### config.mk
export PLATFORM = sky130hd
export DESIGN_NAME = vin_start_ctrl
export DESIGN_NICKNAME = d
export VERILOG_FILES = /design/src/rtl/vin_start_pkg.sv /design/src/rtl/vin_regs.sv /design/src/rtl/vin_lock_cmp.sv /design/src/rtl/vin_start_seq.sv /design/src/rtl/vin_start_ctrl.sv
export SDC_FILE = /design/constraint.sdc
export NUM_CORES = 1
export LEC_CHECK = 0
export BUFFER_PORTS_ARGS = -buffer_cell sky130_fd_sc_hd__buf_2
export CORE_AREA = 2 2 121 123
export CTS_BUF_LIST = sky130_fd_sc_hd__clkbuf_8
export DETAILED_ROUTE_END_ITERATION = 7
export DIE_AREA = 0 0 123 125
export RECOVER_POWER = 100
export SLEW_MARGIN = 40
export SYNTH_ARGS = -nofsm -noshare
export SYNTH_HDL_FRONTEND = slang
export SYNTH_SLANG_ARGS = --single-unit
export TNS_END_PERCENT = 20
### constraint.sdc
create_clock -name clk -period 7.35 [get_ports clk]
set_input_delay 0.735 -clock clk [delete_from_list [all_inputs] [get_ports clk]]
set_output_delay 0.735 -clock clk [all_outputs]
set_load 0.01 [all_outputs]
### src/rtl/vin_start_pkg.sv
package vin_start_pkg;
  localparam int DATA_W   = 32;
  localparam int FIELD_W  = DATA_W / 2;
  localparam int NUM_REGS = 4;
  localparam int IDX_W    = $clog2(NUM_REGS);
  localparam int ADDR_W   = IDX_W + 2;
  localparam int NUM_FLD  = 4;

  localparam int CTRL_EN_BIT    = 0;
  localparam int CTRL_PAD_BIT   = 3;
  localparam int CTRL_POL_BIT   = 4;
  localparam int CTRL_ILACE_LSB = 16;
  localparam int ILACE_W        = 8;
  localparam int STAT_RUN_BIT   = 4;

  typedef enum logic [IDX_W-1:0] {
    REG_CTRL = 2'd0,
    REG_STAT = 2'd1,
    REG_TGTA = 2'd2,
    REG_TGTB = 2'd3
  } reg_idx_e;
endpackage

### src/rtl/vin_regs.sv
module vin_regs
  import vin_start_pkg::*;
(
  input  logic              clk,
  input  logic              rst_n,
  input  logic              reg_wr,
  input  logic [ADDR_W-1:0] reg_addr,
  input  logic [DATA_W-1:0] reg_wdata,
  input  logic              run,
  output logic [DATA_W-1:0] reg_rdata,
  output logic [DATA_W-1:0] ctrl_q,
  output logic [DATA_W-1:0] tgta_q,
  output logic [DATA_W-1:0] tgtb_q
);
  logic             aligned;
  reg_idx_e         idx;
  logic             ctrl_we, tgta_we, tgtb_we;
  logic [DATA_W-1:0] ctrl_d, tgta_d, tgtb_d, stat_word;

  assign aligned = (reg_addr[1:0] == 2'b00);
  assign idx     = reg_idx_e'(reg_addr[ADDR_W-1:2]);
  assign ctrl_we = reg_wr && aligned && (idx == REG_CTRL);
  assign tgta_we = reg_wr && aligned && (idx == REG_TGTA);
  assign tgtb_we = reg_wr && aligned && (idx == REG_TGTB);

  always_comb begin
    ctrl_d = ctrl_q;
    tgta_d = tgta_q;
    tgtb_d = tgtb_q;
    if (ctrl_we) ctrl_d = reg_wdata;
    if (tgta_we) tgta_d = reg_wdata;
    if (tgtb_we) tgtb_d = reg_wdata;
  end

  always_ff @(posedge clk or negedge rst_n) begin
    if (!rst_n) begin
      ctrl_q <= '0;
      tgta_q <= '0;
      tgtb_q <= '0;
    end else begin
      ctrl_q <= ctrl_d;
      tgta_q <= tgta_d;
      tgtb_q <= tgtb_d;
    end
  end

  always_comb begin
    stat_word               = '0;
    stat_word[STAT_RUN_BIT] = run;
  end

  always_comb begin
    reg_rdata = '0;
    if (aligned) begin
      case (idx)
        REG_CTRL: reg_rdata = ctrl_q;
        REG_STAT: reg_rdata = stat_word;
        REG_TGTA: reg_rdata = tgta_q;
        REG_TGTB: reg_rdata = tgtb_q;
        default:  reg_rdata = '0;
      endcase
    end
  end

  // status offset is read-only
  p_status_ro_r4: assert property (@(posedge clk) disable iff (!rst_n)
    (reg_wr && reg_addr == ADDR_W'(4)) |=>
      ($stable(ctrl_q) && $stable(tgta_q) && $stable(tgtb_q)));

  // a write lands in the control register
  p_ctrl_store_r2: assert property (@(posedge clk) disable iff (!rst_n)
    (reg_wr && reg_addr == ADDR_W'(0)) |=> (ctrl_q == $past(reg_wdata)));
endmodule

### src/rtl/vin_lock_cmp.sv
module vin_lock_cmp
  import vin_start_pkg::*;
(
  input  logic [DATA_W-1:0]  tgta,
  input  logic [DATA_W-1:0]  tgtb,
  input  logic [FIELD_W-1:0] meas_active_lines,
  input  logic [FIELD_W-1:0] meas_total_lines,
  input  logic [FIELD_W-1:0] meas_frames,
  input  logic [FIELD_W-1:0] meas_out_lines,
  output logic               match
);
  logic [NUM_FLD-1:0][FIELD_W-1:0] exp_f;
  logic [NUM_FLD-1:0][FIELD_W-1:0] got_f;
  logic [NUM_FLD-1:0]              fld_eq;
  logic                            bypass;

  assign exp_f[0] = tgta[DATA_W-1:FIELD_W];
  assign exp_f[1] = tgta[FIELD_W-1:0];
  assign exp_f[2] = tgtb[DATA_W-1:FIELD_W];
  assign exp_f[3] = tgtb[FIELD_W-1:0];
  assign got_f[0] = meas_active_lines;
  assign got_f[1] = meas_total_lines;
  assign got_f[2] = meas_frames;
  assign got_f[3] = meas_out_lines;

  for (genvar i = 0; i < NUM_FLD; i++) begin : g_fld
    assign fld_eq[i] = (exp_f[i] == got_f[i]);
  end

  assign bypass = (tgta == '0) && (tgtb == '0);
  assign match  = bypass || (&fld_eq);
endmodule

### src/rtl/vin_start_seq.sv
module vin_start_seq (
  input  logic clk,
  input  logic rst_n,
  input  logic enable,
  input  logic match,
  input  logic sof,
  output logic run
);
  logic run_q, run_d, ready;

  assign ready = enable && match;

  always_comb begin
    run_d = run_q;
    if (sof) run_d = ready;
  end

  always_ff @(posedge clk or negedge rst_n) begin
    if (!rst_n) run_q <= 1'b0;
    else        run_q <= run_d;
  end

  assign run = run_q;

  // no change away from a frame boundary
  p_hold_mid_frame_r7: assert property (@(posedge clk) disable iff (!rst_n)
    !sof |=> $stable(run_q));

  // a dropped enable stops at the boundary
  p_stop_on_sof_r8: assert property (@(posedge clk) disable iff (!rst_n)
    (sof && !enable) |=> !run_q);

  // never start without the master enable
  p_need_enable_r10: assert property (@(posedge clk) disable iff (!rst_n)
    $rose(run_q) |-> $past(enable));
endmodule

### src/rtl/vin_start_ctrl.sv
module vin_start_ctrl
  import vin_start_pkg::*;
(
  input  logic                clk,
  input  logic                rst_n,
  input  logic                reg_wr,
  input  logic [ADDR_W-1:0]   reg_addr,
  input  logic [DATA_W-1:0]   reg_wdata,
  output logic [DATA_W-1:0]   reg_rdata,
  input  logic [FIELD_W-1:0]  meas_active_lines,
  input  logic [FIELD_W-1:0]  meas_total_lines,
  input  logic [FIELD_W-1:0]  meas_frames,
  input  logic [FIELD_W-1:0]  meas_out_lines,
  input  logic                sof,
  output logic                run_en,
  output logic                pol_auto_en,
  output logic                pad_en,
  output logic                ilace_detect_en,
  output logic [ILACE_W-1:0]  ilace_min_frames
);
  logic [1:0]        rst_sync_q;
  logic              rst_core_n;
  logic [DATA_W-1:0] ctrl_q, tgta_q, tgtb_q;
  logic              match, run;

  always_ff @(posedge clk or negedge rst_n) begin
    if (!rst_n) rst_sync_q <= 2'b00;
    else        rst_sync_q <= {rst_sync_q[0], 1'b1};
  end
  assign rst_core_n = rst_sync_q[1];

  vin_regs u_regs (
    .clk       (clk),
    .rst_n     (rst_core_n),
    .reg_wr    (reg_wr),
    .reg_addr  (reg_addr),
    .reg_wdata (reg_wdata),
    .run       (run),
    .reg_rdata (reg_rdata),
    .ctrl_q    (ctrl_q),
    .tgta_q    (tgta_q),
    .tgtb_q    (tgtb_q)
  );

  vin_lock_cmp u_cmp (
    .tgta              (tgta_q),
    .tgtb              (tgtb_q),
    .meas_active_lines (meas_active_lines),
    .meas_total_lines  (meas_total_lines),
    .meas_frames       (meas_frames),
    .meas_out_lines    (meas_out_lines),
    .match             (match)
  );

  vin_start_seq u_seq (
    .clk    (clk),
    .rst_n  (rst_core_n),
    .enable (ctrl_q[CTRL_EN_BIT]),
    .match  (match),
    .sof    (sof),
    .run    (run)
  );

  assign run_en           = run;
  assign pol_auto_en      = ctrl_q[CTRL_POL_BIT];
  assign pad_en           = ctrl_q[CTRL_PAD_BIT];
  assign ilace_min_frames = ctrl_q[CTRL_ILACE_LSB +: ILACE_W];
  assign ilace_detect_en  = (ilace_min_frames != '0);

  // zero targets start on the boundary regardless of measurements
  p_bypass_start_r5: assert property (@(posedge clk) disable iff (!rst_core_n)
    (sof && ctrl_q[CTRL_EN_BIT] && tgta_q == '0 && tgtb_q == '0) |=> run_en);

  // an active-line mismatch blocks start when targets are set
  p_active_mismatch_r6: assert property (@(posedge clk) disable iff (!rst_core_n)
    (sof && (tgta_q != '0 || tgtb_q != '0) &&
     tgta_q[DATA_W-1:FIELD_W] != meas_active_lines) |=> !run_en);
endmodule

==> results of run 1 <==
==> how the worst min path moves through the flow <==
stage / from / cells past startpoint / end
after floorplan: rst_sync_q[0]$_DFF_PN0_ / 0 / rst_sync_q[1]$_DFF_PN0_
after global placement: rst_sync_q[0]$_DFF_PN0_ / 0 / rst_sync_q[1]$_DFF_PN0_
after detailed placement: rst_sync_q[0]$_DFF_PN0_ / 0 / rst_sync_q[1]$_DFF_PN0_
after CTS: rst_n / 1 / rst_sync_q[1]$_DFF_PN0_
after global routing: rst_n / 1 / rst_sync_q[0]$_DFF_PN0_
final: rst_n / 1 / rst_sync_q[0]$_DFF_PN0_
==> registers in the layout, indices dropped and copies added (netlist names) <==
| name | count |
|---|---|
| rst_sync_q | 2 |
| u_regs.ctrl_q | 32 |
| u_regs.tgta_q | 32 |
| u_regs.tgtb_q | 32 |
| u_seq.run | 1 |
==> stage by stage <==
stage / instance area [µm²] / utilization
floorplan: 5360 / -
global placement: 6200 / 0.437
detailed placement: 6210 / 0.437
CTS: 6410 / 0.452
global route: 6330 / 0.446
finish: 6330 / 0.446
==> power breakdown <==
part	internal [µW]	leakage (µW)	total [µW]	switching [µW]
Combinational	250	0.00131	434	184
Clock	182	0.000116	372	190
Sequential	668	0.00121	816	148
==> layer usage <==
metal | vias to the layer above | wire [µm] | GRT usage
li1 | 1863 | - | -
met1 | 2053 | 7250 | 0.296
met2 | 126 | 7530 | 0.330
met3 | 20 | 866 | 0.0315
met4 | 0 | 294 | 0.0715
met5 | - | 0 | 0
==> worst max-delay path, cell delays in order <==
cell and delay (ns):
sky130_fd_sc_hd__clkbuf_1 0.66, sky130_fd_sc_hd__nor2_2 0.32, sky130_fd_sc_hd__clkbuf_1 1.14, sky130_fd_sc_hd__a22oi_1 0.30, sky130_fd_sc_hd__nor2_1 0.16, sky130_fd_sc_hd__clkbuf_1 0.16
==> area by class of cell <==
type                       instances  share of cell area
timing repair buffer             152               0.111
tap                              184              0.0363
multi-input combinational        310               0.429
sequential                        99               0.391
clock inverter                     4             0.00652
clock buffer                      12              0.0261
==> placed cells by master (no fill, tap or decap), drive strengths merged <==
master / instances
a22oi: 31
a31oi: 1
and2: 1
buf: 102
bufinv: 1
clkbuf: 62
conb: 1
dfrtp: 99
inv: 3
mux2: 127
mux2i: 1
mux4: 1
nand2: 1
nand3: 2
nand4: 22
nor2: 34
nor4: 22
or2: 1
or4: 1
xnor2: 64
==> cell families (layout without fill, tap and decap cells) <==
| logic type | after synthesis | in the layout | share of synthesized area |
|---|---|---|---|
| AOI/OAI and AO/OA | 32 | 32 | 0.0446 |
| muxes | 129 | 129 | 0.273 |
| other | 1 | 1 | 0.000699 |
| xor gates and xnor gates | 64 | 64 | 0.105 |
| buffers and inverters | 32 | 168 | 0.0313 |
| and+or+nand+nor | 84 | 84 | 0.0842 |
| DFF | 99 | 99 | 0.462 |
==> run_results.csv, run 1 <==
group,metric,value,unit
outcome,run_status,"finished, violations left",
outcome,failing_checks,"capacitance limit, slew limit",
worst_setup_path,crit_required,6.61,ns
timing,report.final.setup_viol,0,
route,remaining_drc_errors,0,
clock_network,clock-root-buffer,"sky130_fd_sc_hd__clkbuf_8",
floorplan,placement_rows,44,
global_route,overflow,0,
timing,slew_viol_final,234,
global_route,grt_first_pass_wirelength,23.9,mm
timing,finalClockSkew,0.0102,ns
floorplan,fp.dieArea,15400,µm²
cells_and_area,fin_nets,676,
timing,final.setup.tns,0,ns
floorplan,dieHeight,125,µm
placement,dp.final_hpwl,11.8,mm
clock_network,cts.repair.resized,0,
power,power_density,256,nW/µm²
yosys,avgSynthCellArea,12.2,µm²
yosys,synth.yosys.seq_area_share,0.462,
yosys,synth.lib_cells_used.distinct,22,
route,drt_iter0_drc,228,
worst_setup_path,setup.worst_path.start,"reg_addr[3]",
yosys,synth-edff-count,0,
worst_setup_path,worstReg2RegEnd,"u_regs.tgta_q[17]$_DFFE_PN0P_",
global_route,grt_pass1_vias,4141,
yosys,synth_most_common_cell,"sky130_fd_sc_hd__mux2_2",
timing,timing.final.hold_violations,0,
yosys,synthTopCellsByCount,"sky130_fd_sc_hd__mux2_2 (127), sky130_fd_sc_hd__dfrtp_1 (99), sky130_fd_sc_hd__xnor2_1 (64)",
worst_setup_path,worstSetupPathType,"primary input to primary output",
timing,slew_headroom,-0.803,
run,cap_violations,6,
yosys,syn-num-nets,545,
clock_network,tritoncts,"yes",
route,routed_wirelength,15.9,mm
yosys,cell_taking_the_most_area_after_synthesis,"sky130_fd_sc_hd__dfrtp_1",
power,power_leakage,0.00264,µW
clock_network,post_cts_hold_buffer_count,0,
yosys,synthDominantCellAreaShare,0.462,
placement,globalplace.congestion,0.804,
route,avgRoutedWirePerCell,20.9,µm
global_route,overall_global_routing_resource_usage,0.210,
clock_network,worst_skew_pair.late_latency,0.38,ns
clock_network,clk_pin_slew,0.09,ns
worst_setup_path,worstReg2RegStart,"rst_sync_q[1]$_DFF_PN0_",
route,detailedRoute.firstPassIterationCount,4,
floorplan,initial_core_util,0.378,
clock_network,number_of_buffers_created_by_cts,9,
floorplan,chipWidth,123,µm
global_route,maximum_number_of_pins_on_one_net_before_global_route_repair,50,
cells_and_area,register_area,2480,µm²
worst_setup_path,endpoint,"reg_rdata[9]",
worst_setup_path,crit_path_max_fanout,35,
yosys,async_flop_share,1.00,
placement,post-place-ws,4.35,ns
timing,unrepaired_setup_endpoints_after_global_routing,"no",
timing,setup_slack,3.11,ns
clock_network,cts.htree.levels,3,
cells_and_area,drive_gt1_frac,0.430,
yosys,synth-warning-count,0,
power,peak_supply_drop,0.0906,mV
cells_and_area,synthToLayoutAreaGrowth,18.1,%
timing,slew_worst_pin,2.70,ns
timing,max_freq,236,MHz
yosys,post_synth_inst_count,441,
global_route,grt_antenna_before_repair,0,
worst_setup_path,worst-r2r-setup-slack,3.14,ns
power,total_power,1620,µW
yosys,synth_area_leaders,"sky130_fd_sc_hd__dfrtp_1 (46%), sky130_fd_sc_hd__mux2_2 (27%), sky130_fd_sc_hd__xnor2_1 (10%), sky130_fd_sc_hd__a22oi_1 (4.3%), sky130_fd_sc_hd__nand4_1 (2.6%)",
placement,buffer_ports.inserted,147,
clock_network,cts_sinks,99,
timing,final.period_utilization,0.576,
clock_network,cts-root-to-sink-buffers,2,
route,drt.antenna.violating_nets,0,
placement,dp.cells,745,
cells_and_area,final-instance-count-excl-fill,761,
worst_setup_path,cp-end-kind,"primary output",
worst_setup_path,cells_on_worst_reg2reg_path,1,
floorplan,boundaryPins,148,
worst_setup_path,worst-endpoint-arrival,3.50,ns
min_path,worstHoldPathType,"primary input to asynchronous set/reset pin",
cells_and_area,fill_cells,1449,
route,vias,4062,
clock_network,postCtsSetupRepairBufs,0,
floorplan,placeableCoreArea,14200,µm²
yosys,dominantRegCellSynth,"sky130_fd_sc_hd__dfrtp_1",
route,vias_per_cell,5.34,
cells_and_area,antenna_cells,0,
timing,holdWs,0.122,ns
yosys,synth.cell_area,5360,µm²
yosys,ys_ff_latch,99,
cells_and_area,area_occupied_by_multi_input_gates,2720,µm²
worst_setup_path,crit_path_start_kind,"primary input",
timing,finalWorstPathRequiredPeriod,4.24,ns
Power figures use the tool's default switching activity.
==> inputs of run 2 (changes only) <==
Clock period 7.35 ns to 3.4 ns, I/O delays scaled along.
==> run 2 against run 1 <==
  * The run now ends clean
  * Critical path depth is the same
  * Clock power grew 110%
  * Total power grew 120%
  * Critical path type unchanged
  * Highest routed layer unchanged
==> run_results.csv, run 2 (synthesized netlist as in run 1, its figures left out) <==
group,metric,value,unit
outcome,run_status,"finished, final reports clean",
power,share_comb_of_total_power,0.274,
min_path,worstHoldPathType,"primary input to register",
cells_and_area,utilization,0.453,
route,remaining_drc_errors,0,
global_route,grt_antenna_before_repair,0,
placement,buffer_ports.inserted,147,
worst_setup_path,timing.critical_path.slowest_cell_delay,0.80,ns
worst_setup_path,endpoint,"reg_rdata[9]",
clock_network,cts.htree.levels,3,
power,power.net_switching,1140,µW
worst_setup_path,cells_on_worst_reg2reg_path,4,
worst_setup_path,setup.worst_path.start,"reg_addr[3]",
cells_and_area,fill_cells,1359,
clock_network,worst_skew_pair.late_latency,0.38,ns
clock_network,cts-root-to-sink-buffers,2,
route,drt_iter0_drc,222,
clock_network,number_of_buffers_created_by_cts,9,
timing,report.final.setup_viol,0,
cells_and_area,most-common-layout-cells,"sky130_fd_sc_hd__mux2_2 (127), sky130_fd_sc_hd__buf_2 (102), sky130_fd_sc_hd__dfrtp_1 (99)",
global_route,grt_first_pass_wirelength,24.9,mm
worst_setup_path,critPathTopFamily,"buffers and inverters",
power,peak_supply_drop,0.185,mV
power,total_power,3510,µW
worst_setup_path,crit_required,3.06,ns
timing,final.setup.tns,0,ns
cells_and_area,antenna_cells,0,
worst_setup_path,cp_depth,6,
floorplan,chipWidth,123,µm
timing,finalClockSkew,0.00899,ns
timing,slew_worst_pin,1.45,ns
worst_setup_path,worstSetupPathType,"primary input to primary output",
global_route,overflow,0,
worst_setup_path,crit_path_max_fanout,19,
clock_network,clock-root-buffer,"sky130_fd_sc_hd__clkbuf_8",
power,switching_share,0.324,
timing,holdWs,0.186,ns
run,cap_violations,0,
clock_network,cts_sinks,99,
floorplan,placeableCoreArea,14200,µm²
power,power.share.sequential,0.500,
floorplan,initial_core_util,0.378,
route,vias,4072,
worst_setup_path,timing.critical_path.cells,"clkbuf_1 -> nor2_2 -> buf_4 -> a22oi_1 -> nor2_1 -> clkbuf_1",
cells_and_area,mostFrequentLayoutCell,"sky130_fd_sc_hd__mux2_2",
power,cell_internal_pwr,2370,µW
floorplan,dieHeight,125,µm
clock_network,clk_pin_slew,0.09,ns
route,detailedRoute.firstPassIterationCount,4,
floorplan,placement_rows,44,
timing,max_freq,391,MHz
worst_setup_path,cp-end-kind,"primary output",
timing,finalWorstPathRequiredPeriod,2.56,ns
timing,slew_viol_final,0,
clock_network,tritoncts,"yes",
route,routed_wirelength,16.4,mm
worst_setup_path,crit_path_start_kind,"primary input",
floorplan,fp.dieArea,15400,µm²
worst_setup_path,crit_top_cell,"sky130_fd_sc_hd__clkbuf_1",
cells_and_area,drive_gt1_frac,0.439,
route,vias_per_cell,5.30,
power,power_density,546,nW/µm²
global_route,maximum_number_of_pins_on_one_net_before_global_route_repair,36,
timing,timing.final.hold_violations,0,
cells_and_area,synthToLayoutAreaGrowth,19.9,%
route,avgRoutedWirePerCell,21.3,µm
route,drt.antenna.violating_nets,0,
floorplan,boundaryPins,148,
timing,slew_headroom,0.0315,
placement,globalplace.congestion,0.830,
power,power_leakage,0.00269,µW
worst_setup_path,worst-r2r-setup-slack,1.49,ns
worst_setup_path,critical_path.n_buffers_inverters,3,
worst_setup_path,worst_path_max_delay_cell,"sky130_fd_sc_hd__clkbuf_1",
timing,final.period_utilization,0.753,
cells_and_area,top_regs,"u_regs.ctrl_q x32, u_regs.tgta_q x32, u_regs.tgtb_q x32",
timing,unrepaired_setup_endpoints_after_global_routing,"no",
worst_setup_path,worst-endpoint-arrival,2.22,ns
global_route,overall_global_routing_resource_usage,0.219,
placement,dp.final_hpwl,12.5,mm
power,share_clk_of_total_power,0.226,
worst_setup_path,worstReg2RegStart,"u_regs.tgtb_q[3]$_DFFE_PN0P_",
cells_and_area,fin_nets,684,
global_route,grt_pass1_vias,4234,
worst_setup_path,worstReg2RegEnd,"u_seq.run$_DFFE_PN0P_",
-- run 2: cell types whose count changed in the layout (fill, tap and decap cells not counted), sizes merged --
cell	previous run	this run
clkinv	0	3
inv	3	1
dlygate4sd3	0	1
clkbuf	62	60
buf	102	110
-- run 2: worst min path at each step --
stage / start / end / slack, ns / cells past startpoint
floorplan: rst_n / rst_sync_q[0]$_DFF_PN0_ / 0.04 / 0
global placement: rst_n / rst_sync_q[0]$_DFF_PN0_ / 0.13 / 1
finish: sof / u_seq.run$_DFFE_PN0P_ / 0.19 / 2
global route: sof / u_seq.run$_DFFE_PN0P_ / 0.19 / 2
CTS: sof / u_seq.run$_DFFE_PN0P_ / 0.17 / 2
detailed placement: rst_n / rst_sync_q[1]$_DFF_PN0_ / 0.13 / 1
-- run 2: metal layers --
| metal | vias up | GRT usage | part of all wire |
|---|---|---|---|
| li1 | 1877 | - | - |
| met1 | 2044 | 0.312 | 0.45 |
| met2 | 134 | 0.341 | 0.47 |
| met3 | 17 | 0.0379 | 0.064 |
| met4 | 0 | 0.0642 | 0.017 |
| met5 | - | 0 | 0 |
-- run 2: per-stage QoR --
step / cells / setup slack (ns) / instance area (µm²)
CTS: 769 / 1.21 / 6510
global route: 769 / 0.689 / 6430
detailed placement: 752 / 1.22 / 6300
finish: 769 / 0.840 / 6430
floorplan: 441 / 0.438 / 5360
global placement: 750 / 0.969 / 6250
-- run 2: area by class of cell --
cell class              count  area [µm²]  share of cell area
multi-input cells         310        2720               0.423
well taps                 184         230              0.0358
clock inverters             5        52.6             0.00817
flip-flops and latches     99        2480               0.385
repair buffers            160         802               0.125
clock buffers              11         151              0.0235
-- run 2: power by group through the flow --
| stage | Sequential (µW) | Clock, µW | Combinational (µW) |
|---|---|---|---|
| after floorplan | 1690 | 0 | 698 |
| after global placement | 1770 | 0 | 944 |
| after detailed placement | 1770 | 0 | 977 |
| after CTS | 1750 | 813 | 984 |
| after global routing | 1800 | 856 | 1050 |
| final | 1750 | 793 | 962 |
-- run 2: repair_timing --
action | in CTS | in global routing
setup buffers | 0 | 0
resized for setup | 0 | 0
hold buffers | 1 | 0
endpoints found under the hold margin | 2 | 0
